===== src/rtl/adc_seq_ctrl.sv =====
module adc_seq_ctrl #(
  parameter int SETTLE_CYC = 200,
  parameter int SAMPLE_CYC = 16,
  parameter int BIT_CYC    = 2
) (
  input  logic       clk,
  input  logic       rst_n,
  input  logic       wr_en,
  input  logic [2:0] wr_addr,
  input  logic [7:0] wr_data,
  input  logic [2:0] rd_addr,
  output logic [7:0] rd_data,
  output logic [3:0] chan_sel,
  output logic       sample_o,
  output logic [7:0] dac_code,
  input  logic       cmp_hi
);

  localparam int RW       = 8;
  localparam int CONV_CYC = SAMPLE_CYC + RW * BIT_CYC;
  localparam int CW       = $clog2(CONV_CYC);
  localparam int BW       = $clog2(BIT_CYC + 1);
  localparam int SW       = $clog2(SETTLE_CYC + 1);
  localparam logic [CW-1:0] CYC_LAST = CW'(CONV_CYC - 1);
  localparam logic [CW-1:0] CYC_BITS = CW'(SAMPLE_CYC);
  localparam logic [BW-1:0] SUB_LAST = BW'(BIT_CYC - 1);
  localparam logic [SW-1:0] SET_DONE = SW'(SETTLE_CYC);
  localparam logic [2:0] A_CTL = 3'd0;
  localparam logic [2:0] A_PWR = 3'd5;
  localparam logic [RW-1:0] TRIAL0 = {1'b1, {(RW-1){1'b0}}};

  logic          pwr, ready, ccf, scan, mult, pend, busy;
  logic [3:0]    chsel;
  logic [1:0]    idx;
  logic [CW-1:0] cyc;
  logic [BW-1:0] sub;
  logic [SW-1:0] settle;
  logic [RW-1:0] sar, mask, decided;
  logic [RW-1:0] res [4];
  logic          unused_bit;

  wire wr_ctl   = wr_en && wr_addr == A_CTL;
  wire wr_pwr   = wr_en && wr_addr == A_PWR;
  wire in_bits  = cyc >= CYC_BITS;
  wire slot_end = busy && in_bits && sub == SUB_LAST;
  wire conv_end = busy && cyc == CYC_LAST;

  assign unused_bit = wr_data[6];
  assign ready      = pwr && settle == SET_DONE;
  assign decided    = sar & ~(cmp_hi ? mask : '0);
  assign chan_sel   = mult ? {chsel[3:2], idx} : chsel;
  assign sample_o   = busy && !in_bits;
  assign dac_code   = sar;

  always_ff @(posedge clk or negedge rst_n) begin
    if (!rst_n) settle <= '0;
    else if (!pwr) settle <= '0;
    else if (settle != SET_DONE) settle <= settle + 1'b1;
  end

  always_ff @(posedge clk or negedge rst_n) begin
    if (!rst_n) begin
      pwr <= 1'b0; ccf <= 1'b0; scan <= 1'b0; mult <= 1'b0; chsel <= '0;
      pend <= 1'b0; busy <= 1'b0; idx <= '0; cyc <= '0; sub <= '0;
      sar <= TRIAL0; mask <= TRIAL0;
      for (int i = 0; i < 4; i++) res[i] <= '0;
    end else begin
      if (wr_pwr && !wr_data[7]) begin
        pwr <= 1'b0; busy <= 1'b0; pend <= 1'b0;
      end else if (wr_ctl) begin
        ccf <= 1'b0; scan <= wr_data[5]; mult <= wr_data[4]; chsel <= wr_data[3:0];
        pend <= 1'b1; busy <= 1'b0;
      end else if (pend && ready) begin
        busy <= 1'b1; pend <= 1'b0; idx <= '0; cyc <= '0; sub <= '0;
        sar <= TRIAL0; mask <= TRIAL0;
      end else if (busy) begin
        cyc <= conv_end ? '0 : cyc + 1'b1;
        if (in_bits) sub <= (sub == SUB_LAST) ? '0 : sub + 1'b1;
        if (slot_end) begin
          sar  <= decided | (mask >> 1);
          mask <= mask >> 1;
        end
        if (conv_end) begin
          res[idx] <= decided;
          idx  <= idx + 1'b1;
          sar  <= TRIAL0;
          mask <= TRIAL0;
          sub  <= '0;
          if (idx == 2'd3) begin
            ccf <= 1'b1;
            if (!scan) busy <= 1'b0;
          end
        end
      end
      if (wr_pwr && wr_data[7]) pwr <= 1'b1;
    end
  end

  always_comb begin
    case (rd_addr)
      3'd0:    rd_data = {ccf, 1'b0, scan, mult, chsel};
      3'd1:    rd_data = res[0];
      3'd2:    rd_data = res[1];
      3'd3:    rd_data = res[2];
      3'd4:    rd_data = res[3];
      3'd5:    rd_data = {pwr, 7'd0};
      default: rd_data = '0;
    endcase
  end

endmodule



===== config.mk =====
export PLATFORM = sky130hd
export DESIGN_NAME = adc_seq_ctrl
export DESIGN_NICKNAME = d
export VERILOG_FILES = /design/src/rtl/adc_seq_ctrl.sv
export SDC_FILE = /design/constraint.sdc
export NUM_CORES = 1
export LEC_CHECK = 0
export ABC_AREA = 1
export BUFFER_PORTS_ARGS = -buffer_cell sky130_fd_sc_hd__buf_2
export CORE_MARGIN = 2
export CORE_UTILIZATION = 50
export DETAILED_ROUTE_END_ITERATION = 16
export GPL_TIMING_DRIVEN = 0
export PLACE_DENSITY = 0.7
export SYNTH_ARGS = -nofsm -noshare
export SYNTH_HDL_FRONTEND = slang
export SYNTH_SLANG_ARGS = --single-unit

===== constraint.sdc =====
create_clock -name clk -period 2.29 [get_ports clk]
set_input_delay 0.3435 -clock clk [delete_from_list [all_inputs] [get_ports clk]]
set_output_delay 0.3435 -clock clk [all_outputs]
set_load 0.02 [all_outputs]

==> results of run 1 <==
==> critical path, cell delays in order (launching register included) <==
cell and delay (ns):
dfrtp_1 0.39, ha_1 0.17, nand2_1 0.07, nor2_1 0.09
ha_1 0.14, nand2_1 0.19, inv_4 0.18, nand4_2 0.27
buf_2 0.29, nand2_1 0.07, o21ai_0 0.07
==> Yosys cell counts, drive strengths merged (2+ instances only) <==
cell / instances
dfrtp: 73
nand3: 21
nor3: 3
buf: 12
nand4: 11
dfstp: 2
o21ai: 62
ha: 8
inv: 46
nand2: 153
a21oi: 9
a22oi: 6
a21boi: 3
nor2: 25
o2111ai: 3
==> cells by family (layout without fill, tap and decap cells) <==
| kind of cell | after synthesis | after routing | share of synthesized area [%] |
|---|---|---|---|
| simple gates | 214 | 214 | 25.3 |
| xor+xnor | 1 | 1 | 0.243 |
| flops | 75 | 75 | 52.1 |
| compound gates | 85 | 85 | 12.8 |
| fa+ha+maj | 8 | 8 | 2.78 |
| buf+inv | 59 | 114 | 6.70 |
==> stage by stage <==
step	cell area [sq um]	std cells
3_3_place_gp	3910	575
4_1_cts	4190	593
5_1_grt	4200	593
3_5_place_dp	3940	576
2_1_floorplan	3600	442
6_report	4200	593
==> routing by layer <==
| layer | vias to the layer above | track usage [%] | wire length [microns] |
|---|---|---|---|
| met4 | 0 | 8.82 | 123 |
| met1 | 1413 | 32.1 | 3960 |
| li1 | 1533 | - | - |
| met5 | - | 0 | 0 |
| met2 | 68 | 35.6 | 3570 |
| met3 | 9 | 3.97 | 361 |
==> how the worst max path moves through the flow <==
stage / end / slack (ns) / cells after the start
after floorplan: dac_code[5] / 0.49 / 12
after global placement: rd_data[0] / 0.05 / 5
after detailed placement: rd_data[1] / 0.04 / 5
after CTS: rd_data[1] / 0.03 / 5
after global routing: res[29] / 0.009 / 9
final: res[30] / 0.23 / 10
==> state kept, by name, indices dropped and copies added, names as in the netlist, 2 cells and up <==
signal,cells
settle,8
dac_code,8
res,32
idx,2
cyc,5
chsel,4
sub,2
mask,8
==> where the power goes <==
group / switching (mW) / leakage [nW] / internal, mW
clock network: 0.491 / 0.121 / 0.728
logic: 0.183 / 1.01 / 0.0998
registers: 0.0492 / 1.02 / 1.38
==> repair_timing <==
| item | 4_1_cts | 5_1_grt |
|---|---|---|
| resized for setup | 0 | 3 |
| hold endpoints to repair | 18 | 0 |
| endpoints found under the setup margin | 0 | 43 |
| hold buffers | 1 | 0 |
==> cell type report <==
type,count,area (sq um),share of cell area [%]
timing repair buffer,39,225,5.37
multi-input combinational,308,1490,35.5
inverter,46,175,4.17
clock buffer,10,128,3.04
buffer,13,68.8,1.64
clock inverter,6,113,2.68
tap,96,120,2.86
sequential,75,1880,44.8
==> results_dict.tcl, run 1 <==
set metrics [dict create \
    yosysTopAreaCellShare_pct 50.7 \
    post-route-period-util_pct 89.9 \
    crit_path_start "cyc[0]" \
    antenna_cells 0 \
    hold_path_startpoint "wr_data[3]" \
    netlist_area_sq_um 3600 \
    endpoint_kind "flip-flop" \
    cts_sinks 75 \
    avgSynthCellArea_sq_um 8.16 \
    min_to "chsel[3]" \
    worstSkewPairLatency_ns 0.34 \
    fmax_ghz 0.486 \
    antenna_found_initial 0 \
    cts_tree "yes" \
    coreArea_sq_um 6870 \
    drv_slew 0 \
    synth_cells 442 \
    yosys.cell_types.count 28 \
    cp.arrival_ns 2.27 \
    post-route-worst-setup-slack_ns 0.230 \
    worst_pin_slew_ns 0.641 \
    start_kind "flip-flop" \
    ant_nets 0 \
    syn_to_final_growth_pct 16.5 \
    grt_max_degree 58 \
    r2r_slack_ns 0.23 \
    async_flop_share_pct 100 \
    synth_flop_cell "dfrtp_1" \
    irDropWorstVdd_mv 0.298 \
    grt-ovfl-total 0 \
    clk_pin_slew_ns 0.08 \
    io_buffer_count 37 \
    io_pins 39 \
    viasPerCell 5.10 \
    gp_congestion 0.787 \
    vias 3023 \
    grt_pass1_wl_mm 13.9 \
    drtPass1Iterations 4 \
    post-route-drc-count 0 \
    maxCapViolCount 0 \
    drive_gt1_share_pct 16.5 \
    syn-num-nets 468 \
    crit_type "reg -> reg" \
    setup_violations 0 \
    synth_area_leaders "dfrtp_1 (51%), nand2_1 (16%), o21ai_0 (6.5%)" \
    wl_per_cell_microns 13.5 \
    synth-edff-count 0 \
    num_rows 30 \
    nFillCells 601 \
    yosys.area.top_type "dfrtp_1" \
    slew_headroom_pct 57.0 \
    die-area_sq_um 7900 \
    hold_violations 0 \
    rsz0062_at_grt "false" \
    drt-initial-drc-count 233 \
    whs_path_depth 3 \
    power_mw 2.93 \
    power.leakage_nw 2.15 \
    die_h_microns 88.9 \
    initial_utilization_pct 52.5 \
    fin_skew_ns 0.0102 \
    layout_commonest_cell "nand2_1" \
    wirelength_mm 8.01 \
    cts_buffer_depth 2 \
    r2r-end "res[30]" \
    crit_required_ns 2.50 \
    hp-class "in -> reg" \
    cts-buffers-inserted 9 \
    period_minus_slack_ns 2.06 \
    seq_area_frac_synth_pct 52.1 \
    post-place-ws_ns 0.0379 \
    status "completed" \
    ys_warn_count 0 \
    dp_hpwl_mm 5.67 \
    mostFrequentLayoutCells "nand2_1 (151), dfrtp_1 (73), o21ai_0 (47)" \
    tns_ns 0 \
    post-route-util_pct 61.1 \
    grt_usage_pct 22.8 \
    p_per_area_nw_per_um2 698 \
    grt_pass1_vias 2975 \
    synth_seq_cells 75 \
    reg2reg_depth 10 \
    htree_levels 3 \
    holdWs_ns 0.193 \
    nNetsFinal 518 \
    cts_setup_buffers 0 \
    die_w_microns 88.9 \
    path_max_fanout 10 \
    cts_root_buf "clkbuf_8" \
    r2r-start "cyc[0]" \
]
(Power assumes the default switching activity.)
==> run 2: changes to the inputs <==
--- a/config.mk
+++ b/config.mk
@@ -9,9 +9,11 @@
 export BUFFER_PORTS_ARGS = -buffer_cell sky130_fd_sc_hd__buf_2
 export CORE_MARGIN = 2
 export CORE_UTILIZATION = 50
+export CTS_BUF_LIST = sky130_fd_sc_hd__clkbuf_16
 export DETAILED_ROUTE_END_ITERATION = 16
 export GPL_TIMING_DRIVEN = 0
 export PLACE_DENSITY = 0.7
 export SYNTH_ARGS = -nofsm -noshare
 export SYNTH_HDL_FRONTEND = slang
 export SYNTH_SLANG_ARGS = --single-unit
+export TNS_END_PERCENT = 20
==> run 2 against run 1 <==
  * Count of clock-buffer cells in the layout shrank 1
  * Fmax grew 0.44%
  * Clock power grew 31%
  * Non-clock buffer count is the same
  * Global-route usage grew 0.67 points
  * Wire length grew 1.5%
  * Sequential share of layout area shrank 1.1 points
  * Largest power group is now clock
  * Highest routed layer unchanged
==> results_dict.tcl, run 2 (synthesis results as in run 1) <==
set metrics [dict create \
    drtPass1Iterations 4 \
    nNetsFinal 518 \
    status "completed" \
    post-place-ws_ns 0.0379 \
    antenna_found_initial 0 \
    wl_per_cell_microns 13.7 \
    fin_cells 593 \
    start_kind "flip-flop" \
    setup_violations 0 \
    coreArea_sq_um 6870 \
    die_w_microns 88.9 \
    r2r_slack_ns 0.24 \
    post-route-period-util_pct 89.5 \
    mostFrequentLayoutCells "nand2_1 (151), dfrtp_1 (73), o21ai_0 (47)" \
    cts_sinks 75 \
    hold_path_startpoint "wr_data[3]" \
    viasPerCell 5.16 \
    nFillCells 591 \
    drive_gt1_share_pct 16.5 \
    hp-class "in -> reg" \
    min_to "chsel[3]" \
    irDropWorstVdd_mv 0.434 \
    dp_hpwl_mm 5.67 \
    dp.cells 576 \
    tns_ns 0 \
    wirelength_mm 8.14 \
    hold_violations 0 \
    p_per_area_nw_per_um2 770 \
    max_flop_register "res" \
    gp_congestion 0.787 \
    maxCapViolCount 0 \
    grt-ovfl-total 0 \
    io_buffer_count 37 \
    power.leakage_nw 2.20 \
    clk_pin_slew_ns 0.06 \
    grt_usage_pct 23.5 \
    post-route-worst-setup-slack_ns 0.239 \
    layout_commonest_cell "nand2_1" \
    largest_register_ffs 32 \
    die-area_sq_um 7900 \
    ant_nets 0 \
    drv_slew 0 \
    grt_max_degree 58 \
    cts_root_buf "clkbuf_16" \
    fmax_ghz 0.488 \
    endpoint_kind "flip-flop" \
    slew_headroom_pct 56.3 \
    cts-buffers-inserted 9 \
    antenna_cells 0 \
    crit_required_ns 2.48 \
    drt-initial-drc-count 201 \
    worstSkewPairLatency_ns 0.33 \
    cts_tree "yes" \
    whs_path_depth 3 \
    cts_buffer_depth 2 \
    reg2reg_depth 10 \
    grt_pass1_vias 3018 \
    holdWs_ns 0.205 \
    num_rows 30 \
    io_pins 39 \
    grt_pass1_wl_mm 14.2 \
    crit_type "reg -> reg" \
    initial_utilization_pct 52.5 \
    r2r-end "res[31]" \
    syn_to_final_growth_pct 19.3 \
    htree_levels 3 \
    worst_pin_slew_ns 0.649 \
    path_max_fanout 10 \
    period_minus_slack_ns 2.05 \
    cp.arrival_ns 2.24 \
    post-route-drc-count 0 \
    die_h_microns 88.9 \
    vias 3061 \
    worst_path_most_repeated_cell "nand2_1" \
    fin_skew_ns 0.00717 \
    rsz0062_at_grt "false" \
    slowest_stage "dfrtp_1" \
    slowest_delay_ns 0.39 \
    post-route-util_pct 62.6 \
    path_cells "ha_1 -> nand2_1 -> nor2_1 -> ha_1 -> nand2_1 -> inv_4 -> nand4_2 -> buf_2 -> nand2_1 -> o21ai_0" \
    r2r-start "cyc[0]" \
]
## run 2: cell types whose count changed in the layout (fill, tap and decap cells not counted), sizes merged
cell,change
clkbuf,-1
inv,+1
## run 2: repair_timing
item,in CTS,in global routing
buffers inserted,0,0
gates resized for setup,0,3
hold endpoints to repair,18,0
setup endpoints to repair,0,43
hold buffers,1,0
## run 2: power breakdown
part	leakage [nW]	internal [mW]	switching [mW]
Clock	0.171	1.06	0.532
Combinational	1.01	0.0998	0.182
Sequential	1.02	1.38	0.0496
Total	2.20	2.54	0.764
## run 2: worst max-delay path by stage
stage | startpoint | endpoint | slack (ns) | depth (start not counted)
after floorplan | cyc[0] | dac_code[5] | 0.49 | 12
after global placement | rd_addr[1] | rd_data[0] | 0.05 | 5
after detailed placement | rd_addr[1] | rd_data[1] | 0.04 | 5
after CTS | rd_addr[1] | rd_data[1] | 0.01 | 5
after global routing | cyc[0] | res[29] | 0.01 | 9
final | cyc[0] | res[31] | 0.24 | 10
## run 2: per-stage QoR
stage / total power, mW / instance area, sq um
detailed placement: 1.74 / 3940
global route: 3.46 / 4300
floorplan: 1.62 / 3600
finish: 3.31 / 4300
global placement: 1.72 / 3910
CTS: 3.34 / 4290
## run 2: layer usage
metal,vias to the layer above,GRT usage (%),wire [microns]
met5,-,0,0
met4,0,9.78,148
met3,13,4.89,405
met2,69,36.7,3720
met1,1442,32.2,3860
li1,1537,-,-
## run 2: cell type report
type                    instances  area [sq um]  share of cell area, %
flip-flops and latches         75          1880                   43.7
multi-input cells             308          1490                   34.6
clock buffers                   9           225                   5.24
repair buffers                 39           225                   5.24
inverters                      46           175                   4.07
well taps                      96           120                   2.79
clock inverters                 7           116                   2.71
plain buffers                  13          68.8                   1.60
## run 2: worst max-delay path: cells and delay by family (launching register included)
| family | cells | cell delay (ns) |
|---|---|---|
| simple gates | 5 | 0.69 |
| buf+inv | 2 | 0.46 |
| flops | 1 | 0.39 |
| fa+ha+maj | 2 | 0.31 |
| compound gates | 1 | 0.07 |
